### config.mk
export PLATFORM = sky130hd
export DESIGN_NAME = sar_serial_seq
export DESIGN_NICKNAME = d
export VERILOG_FILES = /design/src/rtl/sar_seq_pkg.sv /design/src/rtl/sar_ctl_sync.sv /design/src/rtl/sar_bit_pick.sv /design/src/rtl/sar_seq_fsm.sv /design/src/rtl/sar_serial_seq.sv
export SDC_FILE = /design/constraint.sdc
export NUM_CORES = 1
export LEC_CHECK = 0
export ABC_AREA = 1
export CORE_ASPECT_RATIO = 0.8
export CORE_UTILIZATION = 52
export CTS_CLUSTER_SIZE = 20
export DETAILED_ROUTE_END_ITERATION = 10
export PLACE_DENSITY = 0.89
export SETUP_SLACK_MARGIN = 0.15
export SYNTH_ARGS = -nofsm -noshare
export SYNTH_HDL_FRONTEND = slang
export SYNTH_SLANG_ARGS = --single-unit
### constraint.sdc
create_clock -name bit_clk -period 1.8 [get_ports bit_clk]
set_input_delay 0.18 -clock bit_clk [delete_from_list [all_inputs] [get_ports bit_clk]]
set_output_delay 0.18 -clock bit_clk [all_outputs]
set_load 0.02 [all_outputs]
### src/rtl/sar_seq_pkg.sv
`timescale 1ns/1ps
package sar_seq_pkg;

    typedef enum logic [2:0] {
        ST_IDLE = 3'd0,
        ST_CONV = 3'd1,
        ST_REV  = 3'd2,
        ST_TAIL = 3'd3,
        ST_PDN  = 3'd4
    } seq_state_e;

endpackage

### src/rtl/sar_ctl_sync.sv
`timescale 1ns/1ps
module sar_ctl_sync #(
    parameter int STAGES = 2
) (
    input  logic bit_clk,
    input  logic rst_n,
    input  logic ctl_i,
    output logic ctl_s,
    output logic ctl_fall
);
    logic [STAGES-1:0] chain_q;
    logic              ctl_q;

    // Chain idles high: a released control line means sampling.
    always_ff @(posedge bit_clk or negedge rst_n) begin
        if (!rst_n) begin
            chain_q <= '1;
            ctl_q   <= 1'b1;
        end else begin
            chain_q <= {chain_q[STAGES-2:0], ctl_i};
            ctl_q   <= chain_q[STAGES-1];
        end
    end

    assign ctl_s    = chain_q[STAGES-1];
    assign ctl_fall = ctl_q & ~chain_q[STAGES-1];
endmodule

### src/rtl/sar_bit_pick.sv
`timescale 1ns/1ps
module sar_bit_pick #(
    parameter int WIDTH = 12
) (
    input  logic [WIDTH-1:0]         code_i,
    input  logic [$clog2(WIDTH)-1:0] idx_i,
    output logic                     bit_o
);
    localparam int IW   = $clog2(WIDTH);
    localparam int PADW = 1 << IW;

    logic [PADW-1:0] padded;

    for (genvar g = 0; g < PADW; g++) begin : g_pad
        if (g < WIDTH) begin : g_live
            assign padded[g] = code_i[g];
        end else begin : g_zero
            assign padded[g] = 1'b0;
        end
    end

    assign bit_o = padded[idx_i];
endmodule

### src/rtl/sar_seq_fsm.sv
`timescale 1ns/1ps
module sar_seq_fsm
    import sar_seq_pkg::*;
#(
    parameter int WIDTH = 12
) (
    input  logic                     bit_clk,
    input  logic                     rst_n,
    input  logic                     ctl_i,
    input  logic                     ctl_s,
    input  logic                     ctl_fall,
    input  logic                     pick_bit,
    output logic [$clog2(WIDTH)-1:0] pick_idx,
    output logic                     sdo_o,
    output logic                     sdo_oe_o,
    output logic                     hold_o,
    output logic                     sleep_o
);
    localparam int CW = $clog2(WIDTH + 2);
    localparam int IW = $clog2(WIDTH);
    localparam logic [CW-1:0] ONE       = CW'(1);
    localparam logic [CW-1:0] LAST_CONV = CW'(WIDTH + 1);
    localparam logic [CW-1:0] LAST_REV  = CW'(WIDTH - 1);

    seq_state_e      state_q, state_d;
    logic [CW-1:0]   cnt_q, cnt_d;
    logic            raised_q, raised_d;
    logic [CW-1:0]   idx_full;
    logic            busy;

    // State register
    always_ff @(posedge bit_clk or negedge rst_n) begin
        if (!rst_n) begin
            state_q  <= ST_IDLE;
            cnt_q    <= '0;
            raised_q <= 1'b0;
        end else begin
            state_q  <= state_d;
            cnt_q    <= cnt_d;
            raised_q <= raised_d;
        end
    end

    // Transitions
    always_comb begin
        state_d  = state_q;
        cnt_d    = cnt_q;
        raised_d = raised_q;
        unique case (state_q)
            ST_IDLE: begin
                if (ctl_fall) begin          // start
                    state_d  = ST_CONV;
                    cnt_d    = ONE;
                    raised_d = 1'b0;
                end
            end
            ST_CONV: begin
                if (cnt_q != LAST_CONV) begin
                    if (raised_q && !ctl_s) begin
                        state_d = ST_PDN;    // abort
                    end else begin
                        raised_d = raised_q | ctl_s;
                        cnt_d    = cnt_q + ONE;
                    end
                end else if (raised_q) begin
                    if (ctl_s) begin
                        state_d = ST_IDLE;   // finish
                    end else begin
                        state_d = ST_REV;    // reverse
                        cnt_d   = ONE;
                    end
                end else if (ctl_s) begin
                    state_d = ST_IDLE;       // finish
                end else begin
                    state_d = ST_PDN;        // sleep
                end
            end
            ST_REV: begin
                if (cnt_q == LAST_REV) begin
                    state_d = ST_TAIL;       // drain
                end else begin
                    cnt_d = cnt_q + ONE;
                end
            end
            ST_TAIL, ST_PDN: begin
                if (ctl_s) begin
                    state_d = ST_IDLE;       // wake
                end
            end
            default: state_d = ST_IDLE;
        endcase
    end

    // Outputs
    always_comb begin
        idx_full = (state_q == ST_REV) ? cnt_q : (LAST_CONV - cnt_q);
        pick_idx = idx_full[IW-1:0];
        sdo_oe_o = 1'b0;
        sdo_o    = 1'b0;
        sleep_o  = 1'b0;
        busy     = 1'b0;
        unique case (state_q)
            ST_IDLE: begin
            end
            ST_CONV: begin
                sdo_oe_o = 1'b1;
                busy     = 1'b1;
                sdo_o    = (cnt_q == ONE) ? 1'b0 : pick_bit;
            end
            ST_REV: begin
                sdo_oe_o = 1'b1;
                busy     = 1'b1;
                sleep_o  = 1'b1;
                sdo_o    = pick_bit;
            end
            ST_TAIL: begin
                sdo_oe_o = 1'b1;
                busy     = 1'b1;
                sleep_o  = 1'b1;
            end
            ST_PDN: begin
                sleep_o  = 1'b1;
            end
            default: begin
            end
        endcase
        hold_o = ~ctl_i | busy;
    end
endmodule

### src/rtl/sar_serial_seq.sv
`timescale 1ns/1ps
module sar_serial_seq #(
    parameter int WIDTH       = 12,
    parameter int SYNC_STAGES = 2
) (
    input  logic             bit_clk,
    input  logic             rst_n,
    input  logic             ctl_i,
    input  logic [WIDTH-1:0] decided_i,
    output logic             sdo_o,
    output logic             sdo_oe_o,
    output logic             hold_o,
    output logic             sleep_o
);
    localparam int IW = $clog2(WIDTH);

    logic          ctl_s;
    logic          ctl_fall;
    logic          pick_bit;
    logic [IW-1:0] pick_idx;

    sar_ctl_sync #(.STAGES(SYNC_STAGES)) u_sync (
        .bit_clk  (bit_clk),
        .rst_n    (rst_n),
        .ctl_i    (ctl_i),
        .ctl_s    (ctl_s),
        .ctl_fall (ctl_fall)
    );

    sar_bit_pick #(.WIDTH(WIDTH)) u_pick (
        .code_i (decided_i),
        .idx_i  (pick_idx),
        .bit_o  (pick_bit)
    );

    sar_seq_fsm #(.WIDTH(WIDTH)) u_fsm (
        .bit_clk  (bit_clk),
        .rst_n    (rst_n),
        .ctl_i    (ctl_i),
        .ctl_s    (ctl_s),
        .ctl_fall (ctl_fall),
        .pick_bit (pick_bit),
        .pick_idx (pick_idx),
        .sdo_o    (sdo_o),
        .sdo_oe_o (sdo_oe_o),
        .hold_o   (hold_o),
        .sleep_o  (sleep_o)
    );
endmodule

=== After elaboration in Yosys (flattened, before gate mapping) ===
Index checks and enable logic that the tools add are counted.

* Logic and storage cells: 68
* Bits in writable memories: 0
* Bits in latches: 0
* Memories kept: 0
* Memory bits (read-only): 0
* Register bits: 11
* Output and inout bits: 4

* Mux-type cells: 27
* Magnitude comparators: 1
* Divide/modulo/power cells: 0
* Add/sub/neg operators: 2
* Reduce and logical (&&, ||, !) cells: 11
* $mul: 0
* Bitwise logic cells: 5
* Eq/ne operators: 17
* Shift-type cells: 0

{| class="wikitable"
|+ Operator list
! operator !! count
|-
| two-way mux 4 bit || 7
|-
| two-way mux 3 bit || 7
|-
| case mux 3 bit (4 select lines) || 1
|-
| case mux 4 bit (3 select lines) || 1
|-
| inequality test 2 bit (second input constant) || 4
|-
| AND reduction 4 bit || 2
|-
| two-way mux 1 bit || 7
|-
| equality test 3 x 2 -> 1 bit (second input constant) || 2
|-
| inequality test 3 bit (second input constant) || 2
|-
| AND reduction 6 bit || 1
|-
| OR reduction 3 bit || 2
|-
| less-than comparator 4 x 5 -> 1 bit (second input constant) || 1
|-
| adder 4 x 1 -> 4 bit (second input constant) || 1
|-
| binary-select mux 1 bit (select 4 bit) || 1
|-
| equality test 4 x 1 -> 1 bit (second input constant) || 1
|-
| equality test 4 bit (second input constant) || 1
|-
| inequality test 2 x 1 -> 1 bit (second input constant) || 2
|-
| inequality test 4 bit (second input constant) || 1
|-
| case mux 1 bit (2 select lines) || 2
|-
| subtractor 4 bit (first input constant) || 1
|-
| equality test 3 x 1 -> 1 bit (second input constant) || 1
|-
| equality test 3 bit (second input constant) || 1
|-
| logical NOT 3 bit || 1
|-
| inequality test 3 x 1 -> 1 bit (second input constant) || 1
|-
| 10 further kinds || 12
|}

=== Depth between registers and ports, before layout ===
* Word-level depth: 6
* Mapped depth: 13
* Mapped depth without buffers: 12

=== Hierarchy ===
Synthesis repeated with hierarchy kept, for this count alone.

* Cells, all modules: 159
* Area total of the unflattened synthesis: 1044.8 sq um

{| class="wikitable"
|+ By module, submodules not included
! module !! area an instance (sq um) !! cells an instance !! sequential area each (sq um) !! times used
|-
| sar_seq_fsm || 818.3 || 122 || 200.2 || 1
|-
| sar_bit_pick || 137.6 || 32 || 0.0 || 1
|-
| sar_ctl_sync || 88.8 || 5 || 78.8 || 1
|}

=== Worst setup path before layout ===
No wires, ideal clock.

* Path type: register to output
* Start: register u_fsm.state_q[2]
* End: output sdo_o
* Required time: 1.620 ns
* Path buffers: 1
* Arrival: 1.729 ns
* Cell stages (with the launch flop): 14
* Slack: -0.109 ns
* Path through: dfrtp_1 buf_6 clkinv_4 nand2_4 nor2_8 ha_1 inv_1 nand2_1 nand3_1 nand2_1 nand2_1 nand2_1 nand2_1 nor2_1

* Word-level cells in the longest chain between the ends: 6
* Elaborated cells between the ends (all ways): 7
* Classes of those cells: eq/ne: 2; mux: 5

{| class="wikitable"
|+ RTL lines
! what !! line !! text
|-
| from (decl) || sar_seq_fsm.sv:25 || <nowiki>seq_state_e state_q, state_d;</nowiki>
|-
| from (signal assigned) || sar_seq_fsm.sv:38 || <nowiki>state_q <= state_d;</nowiki>
|-
| equality test 3 x 2 -> 1 bit || sar_seq_fsm.sv:96, sar_seq_fsm.sv:102 ||
|-
| two-way mux 4 bit || sar_seq_fsm.sv:96 || <nowiki>idx_full = (state_q == ST_REV) ? cnt_q : (LAST_CONV - cnt_q);</nowiki>
|-
| binary-select mux 1 bit (select 4 bit) || sar_bit_pick.sv:22 || <nowiki>assign bit_o = padded[idx_i];</nowiki>
|-
| two-way mux 1 bit (implied by the code) || sar_bit_pick.sv:22 ||
|-
| two-way mux 1 bit || sar_seq_fsm.sv:108 || <nowiki>sdo_o = (cnt_q == ONE) ? 1'b0 : pick_bit;</nowiki>
|-
| case mux 1 bit (2 select lines) (*) || sar_seq_fsm.sv:102 || <nowiki>unique case (state_q)</nowiki>
|-
| to (decl) || sar_serial_seq.sv:10 || <nowiki>output logic sdo_o,</nowiki>
|}

Mark *: on every way between the ends. The rest lies on a longest branch, timed or not. The select of a mux whose other input is x is not followed.

=== Worst setup path after layout ===
Same ends and word-level chain as after synthesis.

==> summary.txt <==
status: complete, but fails checks
failing checks: negative setup slack
Max-Cap Viols: 0
CP cell instances: clkinv_4 > nand2_4 > nor2_8 > ha_4 > inv_4 > nand2_1 > nand3_1 > nand2_1 > nor2_1 > nor2_2 > nor2_4 > buf_6
initial antenna violation count: 0
min Tclk post-route: 2020 ps
RSZ-0062 raised after global routing: yes
Synth top area share: 0.204
Worst Path Required: 1620 ps
area of the mapped netlist: 1120 µm²
worst ir drop on vdd: 838 µV
gr usage total: 0.298
worst setup margin: -219 ps
post-synth top area cell: nand2_1
final instance area: 1510 µm²
CORE AREA: 1960 µm²
clock latency at the later pin of the worst-skew pair: 290 ps
drt first pass iters: 5
Routed Antenna Nets: 0
type of origin of the critical path: flip-flop
drt total wl: 2.97 mm
Static Leak: 0.810 nW
Die Y: 43.6 µm
Via Count: 1223
CTS tree: yes
Syn Area/Cell: 6.61 µm²
GPL Wtd Cong: 0.876
ys flop type: dfrtp_1
Crit Path Max Fanout: 7
critical path class: flip-flop to output port
first-pass GRT wire length: 5.00 mm
synthesis-to-finish area growth: 34.6%
layout cells sized above 1: 0.303
Final Max Slew Viols: 0
largest net degree at the start of global routing: 12
routed length per instance: 12.8 µm
routed vias/inst: 5.27
CTS root buf: clkbuf_4
number of hold violations in the final report: 0
CP endpoint kind: output port
pwr dens: 1310 nW/µm²
dpl cell area: 1450 µm²
Tcrit/Tclk final: 1.12
Max Freq: 495 MHz
Yosys reg bits: 11
number of synthesized flops with an enable pin: 0
CTS Buf Count: 3
effective utilization at floorplan: 0.573
Synth cell types: 23
# hold bufs at CTS: 0
Seq/Total Area, Yosys: 0.248
Rel. slew slack: 0.667
WP data arrival: 1840 ps
top cells by count, synth: nand2_1, inv_1, nand3_1
n_diodes: 0
Gate Count Post-Synth: 170
syn nets: 191
H-tree levels: 1
CP max-delay cell: dfrtp_1
GRT Residual Overflow: 0
clk buf depth: 2
Ys Warns: 0
Slew @ Worst Pin: 498 ps
number of global-route vias before repair: 1128
Die ar.: 2350 µm²
Setup Viol. Count Final: 1
num rows: 14
residual DRC count: 0
dominant cells by area after synthesis: nand2_1, dfrtp_1, nand3_1, inv_1, dfstp_2
Max Clock Skew: 13.5 ps
# fillers: 138
hpwl dp: 2.32 mm
Worst path max stage delay: 410 ps
Post-synth ARST share: 1.00
final net count: 230
clock-pin slew on the worst setup and hold paths: 90 ps
die width: 54.0 µm
Worst Hold Class: input pin to asynchronous set/reset pin
fin util: 0.771
IO buf count: 18
worst slack, placed: -383 ps
most used cell, CP: nand2_1
clk sinks: 11
most common cell in the netlist: nand2_1
DRT iter0 DRCs: 34
io pins: 19
cell type report:
class,instances,area (µm²),share of cell area
clock buffers,4,26.3,0.0174
repair buffers,38,328,0.217
multi-input cells,131,751,0.496
well taps,24,30.0,0.0199
inverters,24,97.6,0.0645
flip-flops and latches,11,280,0.185
registers in the layout, indices dropped and copies added, names as in the netlist:
register / flops
u_fsm.cnt_q: 4
u_fsm.state_q: 3
u_sync.chain_q: 2
u_fsm.raised_q: 1
u_sync.ctl_q: 1
placed cells by master, fill, tap and decap left out, drive strengths merged:
master / instances
nand2: 69
nand4: 1
clkdlybuf4s15: 2
clkbuf: 4
xor2: 1
clkdlybuf4s50: 14
nand3: 23
a21oi: 4
buf: 22
nor2: 18
clkinv: 1
o21ai: 9
ha: 6
dfstp: 3
inv: 23
dfrtp: 8
worst max-delay path, delay by kind of cell (launching register included):
kind	cells	cell delay (ps)
simple gates	8	570
buf+inv	3	250
flops	1	410
fa+ha+maj	1	310
where the power goes:
part | internal [W] | total (W) | switching [W] | leakage, nW
sequential | 0.000317 | 0.000386 | 0.0000692 | 0.135
combinational | 0.000579 | 0.00141 | 0.000832 | 0.660
clock | 0.0000863 | 0.000186 | 0.0000997 | 0.0150
total | 0.000983 | 0.00198 | 0.00100 | 0.810
per-layer routing:
metal  GRT usage  routed length [µm]  vias up
li1            -                   -      603
met1       0.380                1330      561
met2       0.486                1420       44
met3      0.0596                 135       15
met4       0.123                  73        0
met5           0                   0        -
cells by family (layout without fill, tap and decap cells):
group,after synthesis,after routing,synth area share
AOI/OAI and AO/OA,13,13,0.0713
xor gates and xnor gates,1,1,0.00780
adders and majority gates,6,6,0.0668
buffers and inverters,28,66,0.121
DFF,11,11,0.248
and+or+nand+nor,111,111,0.484
worst paths after layout:
kind | slack [ps] | to | from | cells after the start
worst min register to register | 380 | u_sync.chain_q[1] | u_sync.chain_q[0] | 0
min in group bit_clk | 350 | u_sync.chain_q[0] | ctl_i | 1
worst min-delay path | 210 | u_fsm.state_q[2] | rst_n | 1
max in group asynchronous | 1230 | u_fsm.state_q[0] | rst_n | 1
worst max-delay path | -220 | sdo_o | u_fsm.state_q[2] | 12
worst max register to register | 240 | u_fsm.cnt_q[0] | u_fsm.cnt_q[1] | 9
timing repair:
action | CTS | global route
pin swaps | 4 | 7
setup buffers | 1 | 1
resized for setup | 19 | 9
setup endpoints to repair | 4 | 8
metrics by stage:
stage | hold WS [ps] | total power [W] | cells | TNS (ps)
finish | 215 | 0.00198 | 232 | -219
global placement | 366 | 0.00165 | 226 | -325
floorplan | -116 | 0.00128 | 170 | 0
detailed placement | 362 | 0.00171 | 226 | -383
global route | 242 | 0.00214 | 232 | -328
CTS | 235 | 0.00193 | 231 | -215
Note: power is estimated with default switching activity, not from simulation.
